File: config.mk
export PLATFORM = sky130hd
export DESIGN_NAME = txcache_top
export DESIGN_NICKNAME = d
export VERILOG_FILES = /design/src/rtl/txc_pkg.sv /design/src/rtl/txc_lookup.sv /design/src/rtl/txc_alloc.sv /design/src/rtl/txcache_top.sv
export SDC_FILE = /design/constraint.sdc
export NUM_CORES = 1
export LEC_CHECK = 0
export ABC_AREA = 1
export BUFFER_PORTS_ARGS = -buffer_cell sky130_fd_sc_hd__buf_2
export CAP_MARGIN = 0
export CORE_ASPECT_RATIO = 1.25
export CORE_UTILIZATION = 60
export DETAILED_ROUTE_END_ITERATION = 8
export PLACE_DENSITY_LB_ADDON = 0.15
export SLEW_MARGIN = 20
export SYNTH_ARGS = -nofsm -noshare
export SYNTH_HDL_FRONTEND = slang
export SYNTH_SLANG_ARGS = --single-unit
File: constraint.sdc
create_clock -name clk -period 5.1 [get_ports clk]
set_input_delay 1.02 -clock clk [delete_from_list [all_inputs] [get_ports clk]]
set_output_delay 1.02 -clock clk [all_outputs]
set_load 0.02 [all_outputs]
File: src/rtl/txc_pkg.sv
package txc_pkg;

    typedef enum logic [1:0] {
        TG_EMPTY   = 2'd0,
        TG_NORMAL  = 2'd1,
        TG_XCOMMIT = 2'd2,
        TG_XABORT  = 2'd3
    } tag_e;

    typedef enum logic [1:0] {
        CS_INVALID  = 2'd0,
        CS_VALID    = 2'd1,
        CS_DIRTY    = 2'd2,
        CS_RESERVED = 2'd3
    } coh_e;

    typedef enum logic [2:0] {
        OP_LOAD     = 3'd0,
        OP_LOADX    = 3'd1,
        OP_STORE    = 3'd2,
        OP_COMMIT   = 3'd3,
        OP_ABORT    = 3'd4,
        OP_VALIDATE = 3'd5
    } op_e;

    typedef enum logic [1:0] {
        ST_IDLE = 2'd0,
        ST_LOOK = 2'd1,
        ST_BUS  = 2'd2,
        ST_DONE = 2'd3
    } fsm_e;

endpackage

File: src/rtl/txc_lookup.sv
module txc_lookup
    import txc_pkg::*;
#(
    parameter int N_ENTRIES = 4,
    parameter int ADDR_W    = 8,
    localparam int IW       = $clog2(N_ENTRIES)
) (
    input  tag_e              tags_i  [N_ENTRIES],
    input  logic [ADDR_W-1:0] addrs_i [N_ENTRIES],
    input  logic [ADDR_W-1:0] key_i,
    output logic              hit_xa_o,
    output logic [IW-1:0]     idx_xa_o,
    output logic              hit_nm_o,
    output logic [IW-1:0]     idx_nm_o
);

    logic [N_ENTRIES-1:0] match;

    for (genvar g = 0; g < N_ENTRIES; g++) begin : g_cmp
        assign match[g] = (tags_i[g] != TG_EMPTY) && (addrs_i[g] == key_i);
    end

    always_comb begin
        hit_xa_o = 1'b0;
        idx_xa_o = '0;
        hit_nm_o = 1'b0;
        idx_nm_o = '0;
        for (int i = N_ENTRIES - 1; i >= 0; i--) begin
            if (match[i] && tags_i[i] == TG_XABORT) begin
                hit_xa_o = 1'b1;
                idx_xa_o = IW'(i);
            end
            if (match[i] && tags_i[i] == TG_NORMAL) begin
                hit_nm_o = 1'b1;
                idx_nm_o = IW'(i);
            end
        end
    end

endmodule

File: src/rtl/txc_alloc.sv
module txc_alloc
    import txc_pkg::*;
#(
    parameter int N_ENTRIES = 4,
    localparam int IW       = $clog2(N_ENTRIES)
) (
    input  tag_e                 tags_i [N_ENTRIES],
    input  logic [N_ENTRIES-1:0] excl_i,
    output logic                 v0_o,
    output logic [IW-1:0]        i0_o,
    output logic                 v1_o,
    output logic [IW-1:0]        i1_o
);

    logic [N_ENTRIES-1:0] emp, nrm, emp2, nrm2;

    for (genvar g = 0; g < N_ENTRIES; g++) begin : g_cls
        assign emp[g] = (tags_i[g] == TG_EMPTY)  && !excl_i[g];
        assign nrm[g] = (tags_i[g] == TG_NORMAL) && !excl_i[g];
    end

    // Empty entries win over committed ones; lowest index wins inside a class.
    always_comb begin
        v0_o = 1'b0;
        i0_o = '0;
        for (int i = N_ENTRIES - 1; i >= 0; i--) begin
            if (nrm[i]) begin v0_o = 1'b1; i0_o = IW'(i); end
        end
        for (int i = N_ENTRIES - 1; i >= 0; i--) begin
            if (emp[i]) begin v0_o = 1'b1; i0_o = IW'(i); end
        end
        emp2 = emp & ~(N_ENTRIES'(1) << i0_o);
        nrm2 = nrm & ~(N_ENTRIES'(1) << i0_o);
        v1_o = 1'b0;
        i1_o = '0;
        for (int i = N_ENTRIES - 1; i >= 0; i--) begin
            if (nrm2[i]) begin v1_o = 1'b1; i1_o = IW'(i); end
        end
        for (int i = N_ENTRIES - 1; i >= 0; i--) begin
            if (emp2[i]) begin v1_o = 1'b1; i1_o = IW'(i); end
        end
    end

endmodule

File: src/rtl/txcache_top.sv
module txcache_top
    import txc_pkg::*;
#(
    parameter int N_ENTRIES = 4,
    parameter int ADDR_W    = 8,
    parameter int DATA_W    = 16,
    localparam int IW       = $clog2(N_ENTRIES)
) (
    input  logic              clk,
    input  logic              rst_n,
    input  logic              req_valid,
    output logic              req_ready,
    input  logic [2:0]        req_op,
    input  logic [ADDR_W-1:0] req_addr,
    input  logic [DATA_W-1:0] req_wdata,
    output logic              rsp_valid,
    output logic [DATA_W-1:0] rsp_data,
    output logic              rsp_ok,
    output logic              tx_active,
    output logic              tx_status,
    output logic              bus_req,
    output logic              bus_rfo,
    output logic [ADDR_W-1:0] bus_addr,
    input  logic              bus_ack,
    input  logic              bus_busy,
    input  logic [DATA_W-1:0] bus_rdata
);

    fsm_e              state_q, state_d;
    op_e               op_q;
    logic [ADDR_W-1:0] addr_q;
    logic [DATA_W-1:0] wdata_q;
    logic [IW-1:0]     slot0_q, slot1_q;
    logic              act_q, sts_q;
    logic [DATA_W-1:0] rdata_q;
    logic              rok_q;

    tag_e              tags_q  [N_ENTRIES];
    coh_e              coh_q   [N_ENTRIES];
    logic [ADDR_W-1:0] addrs_q [N_ENTRIES];
    logic [DATA_W-1:0] datas_q [N_ENTRIES];

    logic              hit_xa, hit_nm;
    logic [IW-1:0]     idx_xa, idx_nm;
    logic              a_v0, a_v1;
    logic [IW-1:0]     a_i0, a_i1;
    logic [N_ENTRIES-1:0] excl;

    logic is_access, look_fail, go_bus, do_resolve, resolve_keep;

    txc_lookup #(.N_ENTRIES(N_ENTRIES), .ADDR_W(ADDR_W)) u_lookup (
        .tags_i  (tags_q),
        .addrs_i (addrs_q),
        .key_i   (addr_q),
        .hit_xa_o(hit_xa),
        .idx_xa_o(idx_xa),
        .hit_nm_o(hit_nm),
        .idx_nm_o(idx_nm)
    );

    assign excl = hit_nm ? (N_ENTRIES'(1) << idx_nm) : '0;

    txc_alloc #(.N_ENTRIES(N_ENTRIES)) u_alloc (
        .tags_i(tags_q),
        .excl_i(excl),
        .v0_o  (a_v0),
        .i0_o  (a_i0),
        .v1_o  (a_v1),
        .i1_o  (a_i1)
    );

    // Decision signals for the lookup and bus states.
    always_comb begin
        is_access    = (op_q == OP_LOAD) || (op_q == OP_LOADX) || (op_q == OP_STORE);
        look_fail    = is_access && sts_q && !hit_xa &&
                       ((hit_nm && !a_v0) || (!hit_nm && !(a_v0 && a_v1)));
        go_bus       = is_access && sts_q && !hit_xa && !hit_nm && a_v0 && a_v1;
        do_resolve   = 1'b0;
        resolve_keep = 1'b0;
        if (state_q == ST_LOOK) begin
            if (op_q == OP_COMMIT) begin
                do_resolve   = 1'b1;
                resolve_keep = sts_q;
            end else if (op_q == OP_ABORT || look_fail) begin
                do_resolve = 1'b1;
            end
        end else if (state_q == ST_BUS && bus_busy && !bus_ack) begin
            do_resolve = 1'b1;
        end
    end

    // Next-state logic.
    always_comb begin
        state_d = state_q;
        unique case (state_q)
            ST_IDLE: if (req_valid) state_d = ST_LOOK;
            ST_LOOK: state_d = go_bus ? ST_BUS : ST_DONE;
            ST_BUS:  if (bus_ack || bus_busy) state_d = ST_DONE;
            ST_DONE: state_d = ST_IDLE;
            default: state_d = ST_IDLE;
        endcase
    end

    // State register.
    always_ff @(posedge clk) begin
        if (!rst_n) state_q <= ST_IDLE;
        else        state_q <= state_d;
    end

    // Entries, flags and response registers.
    always_ff @(posedge clk) begin
        if (!rst_n) begin
            op_q    <= OP_LOAD;
            addr_q  <= '0;
            wdata_q <= '0;
            slot0_q <= '0;
            slot1_q <= '0;
            act_q   <= 1'b0;
            sts_q   <= 1'b1;
            rdata_q <= '0;
            rok_q   <= 1'b0;
            for (int i = 0; i < N_ENTRIES; i++) begin
                tags_q[i]  <= TG_EMPTY;
                coh_q[i]   <= CS_INVALID;
                addrs_q[i] <= '0;
                datas_q[i] <= '0;
            end
        end else begin
            unique case (state_q)
                ST_IDLE: begin
                    if (req_valid) begin
                        op_q    <= op_e'(req_op);
                        addr_q  <= req_addr;
                        wdata_q <= req_wdata;
                    end
                end
                ST_LOOK: begin
                    rdata_q <= '0;
                    rok_q   <= 1'b0;
                    if (op_q == OP_COMMIT) begin
                        rok_q <= sts_q;
                        act_q <= 1'b0;
                        sts_q <= 1'b1;
                    end else if (op_q == OP_ABORT) begin
                        rok_q <= 1'b1;
                        act_q <= 1'b0;
                        sts_q <= 1'b1;
                    end else if (op_q == OP_VALIDATE) begin
                        rok_q <= sts_q;
                        if (!sts_q) begin
                            act_q <= 1'b0;
                            sts_q <= 1'b1;
                        end
                    end else if (is_access) begin
                        act_q <= 1'b1;
                        if (look_fail) begin
                            sts_q <= 1'b0;
                        end else if (sts_q && hit_xa) begin
                            rok_q   <= 1'b1;
                            rdata_q <= datas_q[idx_xa];
                            if (op_q == OP_STORE) begin
                                datas_q[idx_xa] <= wdata_q;
                                coh_q[idx_xa]   <= CS_DIRTY;
                            end
                        end else if (sts_q && hit_nm) begin
                            rok_q          <= 1'b1;
                            rdata_q        <= datas_q[idx_nm];
                            tags_q[idx_nm] <= TG_XABORT;
                            tags_q[a_i0]   <= TG_XCOMMIT;
                            addrs_q[a_i0]  <= addr_q;
                            datas_q[a_i0]  <= datas_q[idx_nm];
                            if (op_q == OP_LOAD) begin
                                coh_q[a_i0] <= coh_q[idx_nm];
                            end else begin
                                coh_q[a_i0]   <= CS_RESERVED;
                                coh_q[idx_nm] <= (op_q == OP_STORE) ? CS_DIRTY : CS_RESERVED;
                            end
                            if (op_q == OP_STORE) datas_q[idx_nm] <= wdata_q;
                        end else if (go_bus) begin
                            slot0_q <= a_i0;
                            slot1_q <= a_i1;
                        end
                    end
                end
                ST_BUS: begin
                    if (bus_ack) begin
                        rok_q            <= 1'b1;
                        rdata_q          <= bus_rdata;
                        tags_q[slot0_q]  <= TG_XCOMMIT;
                        tags_q[slot1_q]  <= TG_XABORT;
                        addrs_q[slot0_q] <= addr_q;
                        addrs_q[slot1_q] <= addr_q;
                        datas_q[slot0_q] <= bus_rdata;
                        datas_q[slot1_q] <= (op_q == OP_STORE) ? wdata_q : bus_rdata;
                        unique case (op_q)
                            OP_LOAD: begin
                                coh_q[slot0_q] <= CS_VALID;
                                coh_q[slot1_q] <= CS_VALID;
                            end
                            OP_STORE: begin
                                coh_q[slot0_q] <= CS_RESERVED;
                                coh_q[slot1_q] <= CS_DIRTY;
                            end
                            default: begin
                                coh_q[slot0_q] <= CS_RESERVED;
                                coh_q[slot1_q] <= CS_RESERVED;
                            end
                        endcase
                    end else if (bus_busy) begin
                        rok_q   <= 1'b0;
                        rdata_q <= '0;
                        sts_q   <= 1'b0;
                    end
                end
                ST_DONE: ;
                default: ;
            endcase

            // Bulk retag: keep speculative copies on success, committed ones otherwise.
            if (do_resolve) begin
                for (int i = 0; i < N_ENTRIES; i++) begin
                    unique case (tags_q[i])
                        TG_XCOMMIT: begin
                            if (resolve_keep) begin
                                tags_q[i] <= TG_EMPTY;
                                coh_q[i]  <= CS_INVALID;
                            end else begin
                                tags_q[i] <= TG_NORMAL;
                            end
                        end
                        TG_XABORT: begin
                            if (resolve_keep) begin
                                tags_q[i] <= TG_NORMAL;
                            end else begin
                                tags_q[i] <= TG_EMPTY;
                                coh_q[i]  <= CS_INVALID;
                            end
                        end
                        default: ;
                    endcase
                end
            end
        end
    end

    // Outputs.
    always_comb begin
        req_ready = (state_q == ST_IDLE);
        rsp_valid = (state_q == ST_DONE);
        rsp_data  = rdata_q;
        rsp_ok    = rok_q;
        tx_active = act_q;
        tx_status = sts_q;
        bus_req   = (state_q == ST_BUS);
        bus_rfo   = (op_q != OP_LOAD);
        bus_addr  = addr_q;
    end

endmodule

# == Word-level counts from Yosys, hierarchy flattened ==
# Memory sizes are Yosys's and may differ from the RTL's.
# Cells that the tools add are included.
# totals
romBits,0
ram_bits,64
output_inout_bits,31
regBits,92
latch_bits,0
n_memories,1
# memory_table
name,words,word_bits,rd,rd_ports_with_merged_regs,wr,line,source
datas_q,4,16,2,0,4,txcache_top.sv:41,logic [DATA_W-1:0] datas_q [N_ENTRIES];
# op_classes
div_mod_pow,0
bitwise,21
order_cmp,8
shift,2
mux,183
reduce_logical,76
n_mul,0
addsub,0
eq_ne,40
# ops
op,n
$mux 32,8
$mux 16,15
$bwmux 32,3
$mux 8,12
$mux 1,92
$reduce_or 16->1,5
$mux 2,35
$pmux 32 s2,1
$demux 8 s2,3
$logic_and 1x1->1,37
$eq 8x8->1,4
$pmux 16 s2,1
$eq 2x2->1 const B,10
$reduce_and 9->1,2
$and 4x4->4,4
$demux 2 s2,4
$ne 2x2->1 const B,8
$or 8x8->8,2
$pmux 2 s2,4
$pmux 8 s2,1
$ge 3x3->1 const B,4
$lt 3x1->1 const B,4
$not 2->3,4
$not 4->4,3
other kinds (24),64

# == Depth between registers and ports, before layout ==
# Gate-level depths: netlist of the first run.
# logic_depth
depth_word,47
depth_mapped,33

# == Hierarchy ==
# From an unflattened synthesis of the first run, not the netlist that was laid out.
# unflattened
hier_cells,1496
area_unflattened_um2,10122.2
# modules_own_cells
module,instances,cells_each,seq_area_each_um2,area_per_inst_um2
txcache_top,1,1271,3763.6,9026.2
txc_lookup,1,160,0.0,748.2
txc_alloc,1,65,0.0,347.8

# == Worst setup path after synthesis of the first run ==
# Ideal clock, no wire load.
# synth_path
path_type,reg-to-reg
startpoint,"reg addr_q[7], in the netlist bus_addr[7]"
endpoint,mem datas_q[1][0] (enable)
t_arrival_ns,4.026
required_time_ns,4.689
synth_period_minus_slack_ns,4.437
setup_slack_ns,0.663
stages_incl_launch_ff,28
cell_sequence,dfxtp_1 -> buf_4 -> inv_2 -> nand2_1 -> nand2_1 -> nor2_1 -> nand2_1 -> nor2_1 -> nand3_2 -> nand2_1 -> inv_2 -> nand2_4 -> nand2_1 -> nand2_2 -> nand2_2 -> a21oi_4 -> nand3_2 -> nand2_2 -> nand3_2 -> nor2_4 -> nand3_4 -> nand3_4 -> nor2_8 -> nand2_2 -> nand3_2 -> nand2_4 -> inv_4 -> o21ai_0
# synth_rtl
item,line,source
"start, declared",txcache_top.sv:31,logic [ADDR_W-1:0] addr_q;
"start signal, assigned",txcache_top.sv:133,addr_q <= req_addr;
"end, declared",txcache_top.sv:41,

==> results_tabular.tex, run 1 <==
\begin{tabular}{lr}
\hline
Metric & Value \\
\hline
\multicolumn{2}{l}{\textbf{Power and ir drop}} \\
\quad IR drop worst, VDD & 0.000400 V \\
\quad Leakage power & 5.11 nW \\
\quad PwrDens & 521 mW/mm\^{}2 \\
\multicolumn{2}{l}{\textbf{Timing}} \\
\quad Fin Clk Skew & 9.36 ps \\
\quad Final worst hold slack & 453 ps \\
\quad Final setup violation count & 0 \\
\quad Pin slew with the least headroom to its limit & 946 ps \\
\quad Sum Neg Setup Slack & 0 ps \\
\quad Maximum achievable frequency & 226 MHz \\
\quad RSZ-0062 raised after global routing & no \\
\quad Relative max-transition margin & 36.8\% \\
\quad Number of max-slew violations in the final report & 0 \\
\quad Crit share post-route & 86.8\% \\
\quad Final-report hold violation count & 0 \\
\quad Min Clock Period, post-route & 4430 ps \\
\multicolumn{2}{l}{\textbf{Synth}} \\
\quad Sequential element share of the synthesized area & 36.7\% \\
\quad Number of different library cells in the post-synthesis netlist & 51 \\
\quad Top post-synthesis cells by count & 401 x nand2\_1, 179 x a21oi\_1, 151 x nor2\_1 \\
\quad Synth top area share & 18.7\% \\
\quad Library cell with the largest summed area after synthesis & edfxtp\_1 \\
\quad Mapped Nets & 1542 \\
\quad Cell count after synthesis & 1490 \\
\quad Leading post-synthesis cells by cell area & edfxtp\_1 19\%, dfxtp\_1 18\%, nand2\_1 15\%, a21oi\_1 8.7\%, o21ai\_0 5.8\% \\
\quad Count of flip-flops with a built-in enable after synthesis & 64 \\
\quad Share of flip-flops with an asynchronous set or reset after synthesis & 0\% \\
\quad Dominant register cell in the synthesized netlist & dfxtp\_1 \\
\quad Flops \& latches, synth & 156 \\
\quad Post-synthesis average cell area & 6.88 sq um \\
\quad Most repeated cell in the gate-level netlist after synthesis & nand2\_1 \\
\quad Ys Warns & 0 \\
\quad Post-synth design cell area & 0.0103 sq mm \\
\multicolumn{2}{l}{\textbf{Detailed routing}} \\
\quad DRT Wirelength & 33.5 mm \\
\quad Detail-routed via count per cell & 6.05 \\
\quad Post-detailed-route wirelength per cell & 18.9 microns \\
\quad Drt first pass iters & 6 \\
\quad Total via count after detailed routing & 10700 \\
\quad Detailed router's first-iteration violation count & 852 \\
\quad Number of nets with antenna violations after routing & 0 \\
\quad Final routed DRC violation total & 0 \\
\multicolumn{2}{l}{\textbf{Finish}} \\
\quad \# nets final & 1592 \\
\quad Combined area of the multi-input logic cells & 0.00559 sq mm \\
\quad Area occupied by registers & 0.00376 sq mm \\
\quad Number of fill cells & 1462 \\
\quad Layout area overhead & 10.6\% \\
\quad Antenna diode count & 0 \\
\quad Share of layout cells above drive strength 1 & 16.2\% \\
\multicolumn{2}{l}{\textbf{Placed design}} \\
\quad Final weighted congestion of routability-driven global placement & 1.03 \\
\quad Placed wire-length estimate & 23.4 mm \\
\quad Port buffer count & 78 \\
\multicolumn{2}{l}{\textbf{Clock network}} \\
\quad Max Buffers Root-to-Sink & 2 \\
\quad Clock-pin transition on the worst setup and hold timing paths & 70 ps \\
\quad Number of CTS-inserted buffers & 17 \\
\quad Hold-fix buffer count after cts & 0 \\
\quad TritonCTS Sinks & 156 \\
\quad Insertion delay to the later sink of the worst-skew pair & 440 ps \\
\quad TritonCTS clock tree & yes \\
\quad Root Driver & clkbuf\_16 \\
\quad Total number of H-tree levels & 4 \\
\quad Setup Fix Bufs, Post-CTS & 0 \\
\quad Count of cells resized by post-cts repair & 0 \\
\multicolumn{2}{l}{\textbf{Run}} \\
\quad Maximum Capacitance Violations & 0 \\
\multicolumn{2}{l}{\textbf{Critical path}} \\
\quad Largest delay share family, worst path & simple AND/OR/NAND/NOR gates \\
\quad Sort of element at the start of the critical path & register \\
\quad Number of cells on the critical path & 30 \\
\quad Most common cell on crit path & nand2\_1 \\
\quad Max FO, Critical Path & 18 \\
\quad Critical path arrival & 4620 ps \\
\quad Data required time of the worst path & 5300 ps \\
\quad Largest incremental delay on the critical path & 560 ps \\
\quad Capturing element type of the critical path & register \\
\quad Combined buffer and inverter count along the critical path & 7 \\
\quad Worst setup path category & register to register \\
\quad Worst R2R Path Depth & 30 \\
\quad Critical path's slowest cell & dfxtp\_1 \\
\multicolumn{2}{l}{\textbf{Global route}} \\
\quad Global router's overall resource usage & 39.0\% \\
\quad Overall overflow remaining after global route & 0 \\
\quad Antenna violations before repair & 0 \\
\quad Wire length of the first global-routing pass & 52.8 mm \\
\quad Number of global-route vias before repair & 10500 \\
\quad Pin count of the biggest net entering global routing & 89 \\
\multicolumn{2}{l}{\textbf{Floorplan}} \\
\quad DIE HEIGHT & 148 microns \\
\quad Initial core utilization & 61.1\% \\
\quad Die Footprint & 0.0176 sq mm \\
\quad Width of the chip & 119 microns \\
\quad Io pins & 79 \\
\quad Row Count & 53 \\
\quad Area of the core & 0.0168 sq mm \\
\multicolumn{2}{l}{\textbf{Status}} \\
\quad Status & completed \\
\multicolumn{2}{l}{\textbf{Hold path}} \\
\quad Worst Hold Class & register to register \\
\quad Instance count along the most critical hold path & 2 \\
\hline
\end{tabular}
## cells in the final DEF, fill, tap and decap left out, drive strengths merged, types with 2 or more instances in the layout
cell type	synthesis	layout
a21oi	180	180
nand4	12	12
o221ai	8	8
xnor2	4	4
clkinvlp	0	2
o31ai	13	13
a31oi	20	20
a2111oi	2	2
o211ai	15	15
nor3b	2	2
inv	134	142
mux2	15	15
o22ai	8	8
nor2	164	164
o21ai	123	123
nand2	440	440
or2	3	3
ha	4	4
nand3	84	84
clkinv	3	7
dfxtp	92	92
clkbuf	44	18
buf	34	109
xor2	6	6
nor3	9	9
edfxtp	64	64
## worst paths after layout
check         startpoint             end  slack [ps]
min reg2reg    tx_active       tx_active         450
max reg2reg  bus_addr[7]  datas_q[2][10]         670
min            tx_active       tx_active         450
max          bus_addr[7]  datas_q[2][10]         670
## report_power, final
| part | switching [W] | internal [W] | total (W) |
|---|---|---|---|
| Combinational | 0.00192 | 0.000828 | 0.00275 |
| Clock | 0.000572 | 0.000667 | 0.00124 |
| Sequential | 0.000284 | 0.00164 | 0.00192 |
| Total | 0.00278 | 0.00313 | 0.00591 |
## layout make-up
class / instances / area share [%]
Multi-Input combinational cell: 1119 / 49.3
Sequential cell: 156 / 33.2
Timing Repair Buffer: 109 / 5.49
Inverter: 137 / 4.60
Clock buffer: 18 / 3.97
Tap cell: 220 / 2.43
Clock inverter: 14 / 1.05
## per-stage QoR
step	setup slack (ps)	area, sq um	util [%]	power (W)	instances
global route	320	11300	67.6	0.00628	1773
CTS	754	11300	67.6	0.00585	1773
finish	673	11300	67.6	0.00591	1773
floorplan	663	10300	-	0.00382	1490
detailed placement	787	10800	64.2	0.00461	1741
global placement	862	10800	64.2	0.00457	1741
## metal layers
| layer | vias up | share of wire (%) | GRT usage [%] |
|---|---|---|---|
| li1 | 5073 | - | - |
| met1 | 4910 | 36 | 42.4 |
| met2 | 571 | 49 | 68.1 |
| met3 | 177 | 7.9 | 5.83 |
| met4 | 0 | 7.9 | 30.8 |
| met5 | - | 0 | 0 |
## kinds of logic (layout without fill, tap and decap cells)
group | count (synthesis) | in the layout | share of synthesized area, %
AO/OA/AOI/OAI | 373 | 373 | 19.8
XOR/XNOR | 10 | 10 | 0.854
adder cells (fa/ha/maj) | 4 | 4 | 0.488
buffers and inverters | 215 | 278 | 8.84
flip-flops | 156 | 156 | 36.7
multiplexers | 16 | 16 | 1.75
AND/OR/NAND/NOR | 716 | 716 | 31.5
## state kept, by name (all words and copies together), names as in the netlist
name       count
rsp_data      16
op_q           3
rsp_ok         1
tx_active      1
wdata_q       16
addrs_q       32
slot1_q        2
bus_addr       8
state_q        2
tags_q         8
slot0_q        2
tx_status      1
datas_q       64
## worst register-to-register path, delay by kind of cell, from the launching register on
kind | cells | cell delay, ps
AND/OR/NAND/NOR | 21 | 2490
buffers and inverters | 7 | 870
flip-flops | 1 | 560
AO/OA/AOI/OAI | 2 | 260
Note: power is estimated with default switching activity, not from simulation.
==> run 2: changes to the inputs <==
- CORE_ASPECT_RATIO: 1.25 -> not set
==> run 2 against run 1 <==
Effect of this change:
- via count shrank 0.92%
- sequential share of layout area grew 0.055 points
- utilization grew 0.44 points
- highest routed layer unchanged
- global-route usage shrank 1.5 points
- hold slack gained 12 ps
- clock skew grew 1.2 ps
- flip-flop and latch count is the same
- non-clock buffer count shrank 7
- largest cell class unchanged
- total power shrank 0.33%
- maximum frequency shrank 5.6%
- die area is essentially flat
==> results_tabular.tex, run 2 (synthesis results as in run 1) <==
\begin{tabular}{lr}
\hline
Metric & Value \\
\hline
\multicolumn{2}{l}{\textbf{Floorplan}} \\
\quad Initial core utilization & 61.6\% \\
\quad Area of the core & 0.0166 sq mm \\
\quad Io pins & 79 \\
\quad Die Footprint & 0.0176 sq mm \\
\quad Width of the chip & 133 microns \\
\quad DIE HEIGHT & 133 microns \\
\quad Row Count & 47 \\
\multicolumn{2}{l}{\textbf{Placed design}} \\
\quad Post-Place Cells & 1734 \\
\quad Final weighted congestion of routability-driven global placement & 1.01 \\
\quad Port buffer count & 78 \\
\quad Placed wire-length estimate & 22.1 mm \\
\multicolumn{2}{l}{\textbf{Hold path}} \\
\quad Hold path endpoint & addrs\_q[3] \\
\quad Launch instance of the worst min-delay path & addrs\_q[3] \\
\quad Worst Hold Class & register to register \\
\quad Instance count along the most critical hold path & 2 \\
\multicolumn{2}{l}{\textbf{Power and ir drop}} \\
\quad Sw frac & 46.5\% \\
\quad PwrDens & 520 mW/mm\^{}2 \\
\quad Comb power frac & 45.6\% \\
\quad IR drop worst, VDD & 0.000391 V \\
\quad Leakage power & 5.09 nW \\
\quad Post-layout total power & 0.00589 W \\
\quad P\_int & 0.00315 W \\
\quad Net load switching power & 0.00274 W \\
\quad Clock network fraction of total power & 21.8\% \\
\quad Part of the power in registers & 32.6\% \\
\multicolumn{2}{l}{\textbf{Clock network}} \\
\quad Count of cells resized by post-cts repair & 0 \\
\quad Max Buffers Root-to-Sink & 2 \\
\quad Insertion delay to the later sink of the worst-skew pair & 440 ps \\
\quad Setup Fix Bufs, Post-CTS & 0 \\
\quad Number of CTS-inserted buffers & 17 \\
\quad Hold-fix buffer count after cts & 0 \\
\quad TritonCTS Sinks & 156 \\
\quad Root Driver & clkbuf\_16 \\
\quad Clock-pin transition on the worst setup and hold timing paths & 70 ps \\
\quad Total number of H-tree levels & 4 \\
\quad TritonCTS clock tree & yes \\
\multicolumn{2}{l}{\textbf{Timing}} \\
\quad Maximum achievable frequency & 213 MHz \\
\quad Number of max-slew violations in the final report & 0 \\
\quad Final-report hold violation count & 0 \\
\quad Pin slew with the least headroom to its limit & 1060 ps \\
\quad Final setup violation count & 0 \\
\quad Relative max-transition margin & 29.0\% \\
\quad RSZ-0062 raised after global routing & no \\
\quad Fin Clk Skew & 10.5 ps \\
\quad Crit share post-route & 91.9\% \\
\quad Min Clock Period, post-route & 4690 ps \\
\quad Sum Neg Setup Slack & 0 ps \\
\multicolumn{2}{l}{\textbf{Global route}} \\
\quad Global router's overall resource usage & 37.5\% \\
\quad Antenna violations before repair & 0 \\
\quad Overall overflow remaining after global route & 0 \\
\quad Number of global-route vias before repair & 9844 \\
\quad Wire length of the first global-routing pass & 51.2 mm \\
\quad Pin count of the biggest net entering global routing & 89 \\
\multicolumn{2}{l}{\textbf{Finish}} \\
\quad Flip-flop count of the largest register after layout & 64 \\
\quad Number of fill cells & 1439 \\
\quad Post-layout instance count excluding filler cells & 1766 \\
\quad Layout area overhead & 10.5\% \\
\quad Leading cell types in the layout, fill and taps excluded & 401 x nand2\_1, 179 x a21oi\_1, 150 x nor2\_1 \\
\quad Biggest regs & datas\_q (64), addrs\_q (32) \\
\quad Share of layout cells above drive strength 1 & 15.8\% \\
\quad \# nets final & 1585 \\
\quad Most frequent standard cell in the layout excluding fill and tap cells & nand2\_1 \\
\quad Antenna diode count & 0 \\
\quad Register with the most flip-flops & datas\_q \\
\multicolumn{2}{l}{\textbf{Detailed routing}} \\
\quad Final routed DRC violation total & 0 \\
\quad Drt first pass iters & 6 \\
\quad Post-detailed-route wirelength per cell & 18.4 microns \\
\quad Detailed router's first-iteration violation count & 1180 \\
\quad Number of nets with antenna violations after routing & 0 \\
\quad DRT Wirelength & 32.4 mm \\
\quad Detail-routed via count per cell & 6.02 \\
\quad Total via count after detailed routing & 10600 \\
\multicolumn{2}{l}{\textbf{Critical path}} \\
\quad Critical path's slowest cell & nor2\_4 \\
\quad Register-to-register setup slack & 410 ps \\
\quad Sort of element at the start of the critical path & register \\
\quad Worst R2R Path Depth & 29 \\
\quad Worst reg2reg path startpoint & bus\_addr[7] \\
\quad Critical path arrival & 4830 ps \\
\quad Capture point of the worst reg-to-reg path & datas\_q[2][13] \\
\quad Capturing element type of the critical path & register \\
\quad Max FO, Critical Path & 33 \\
\quad Worst setup path category & register to register \\
\quad Data required time of the worst path & 5240 ps \\
\quad Most common cell on crit path & nand2\_1 \\
\quad Largest incremental delay on the critical path & 630 ps \\
\multicolumn{2}{l}{\textbf{Run}} \\
\quad Maximum Capacitance Violations & 0 \\
\multicolumn{2}{l}{\textbf{Status}} \\
\quad Status & completed \\
\hline
\end{tabular}
[run 2: changes by cell type in the layout (fill, tap and decap cells not counted), sizes merged]
cell / previous run / this run
buf: 109 / 102
clkinv: 7 / 11
inv: 142 / 139
clkinvlp: 2 / 0
clkbuf: 18 / 19
[run 2: power groups by stage]
stage	logic [W]	clock network [W]	registers, W
after global placement	0.00258	0	0.00192
after CTS	0.00263	0.00129	0.00191
after global routing	0.00296	0.00134	0.00195
after floorplan	0.00189	0	0.00193
after detailed placement	0.00261	0	0.00193
final	0.00268	0.00129	0.00192
[run 2: through the flow]
step                      worst slack, ps  hold slack, ps  util, %  cell area (sq um)
after floorplan                       663             436        -              10300
after global placement                725             448     64.4              10700
after detailed placement              582             459     64.4              10700
final                                 412             466     68.0              11300
after global routing                 80.1             488     68.0              11300
after CTS                             546             469     68.0              11300
[run 2: worst max-delay path: cells and delay by family (launching register included)]
kind,cells,cell delay (ps)
AND/OR/NAND/NOR,20,2730
buffers and inverters,7,810
flip-flops,1,530
AO/OA/AOI/OAI,2,330
[run 2: layout make-up]
type                            instances  area, sq um  share of cell area [%]
Tap cell                              220          275                    2.43
Multi-Input combinational cell       1119         5590                    49.4
Clock inverter                         13          125                    1.10
Sequential cell                       156         3760                    33.2
Clock buffer                           19          475                    4.20
Inverter                              137          522                    4.61
Timing Repair Buffer                  102          571                    5.04
[run 2: layer usage]
metal | vias to the layer above | share of wire, % | track usage [%]
met1 | 4826 | 43 | 50.9
met3 | 103 | 11 | 9.16
met4 | 0 | 3.2 | 15.8
met5 | - | 0 | 0
li1 | 5071 | - | -
met2 | 632 | 44 | 57.0
[run 2: how the worst max path moves through the flow]
stage | startpoint | to | slack, ps | cells after the start
after floorplan | bus_addr[7] | datas_q[1][0] | 660 | 27
after global placement | bus_addr[7] | datas_q[0][4] | 720 | 29
after detailed placement | bus_addr[7] | datas_q[0][14] | 580 | 29
after CTS | bus_addr[7] | datas_q[0][9] | 550 | 29
after global routing | tags_q[2] | datas_q[2][13] | 80 | 27
final | bus_addr[7] | datas_q[2][13] | 410 | 29
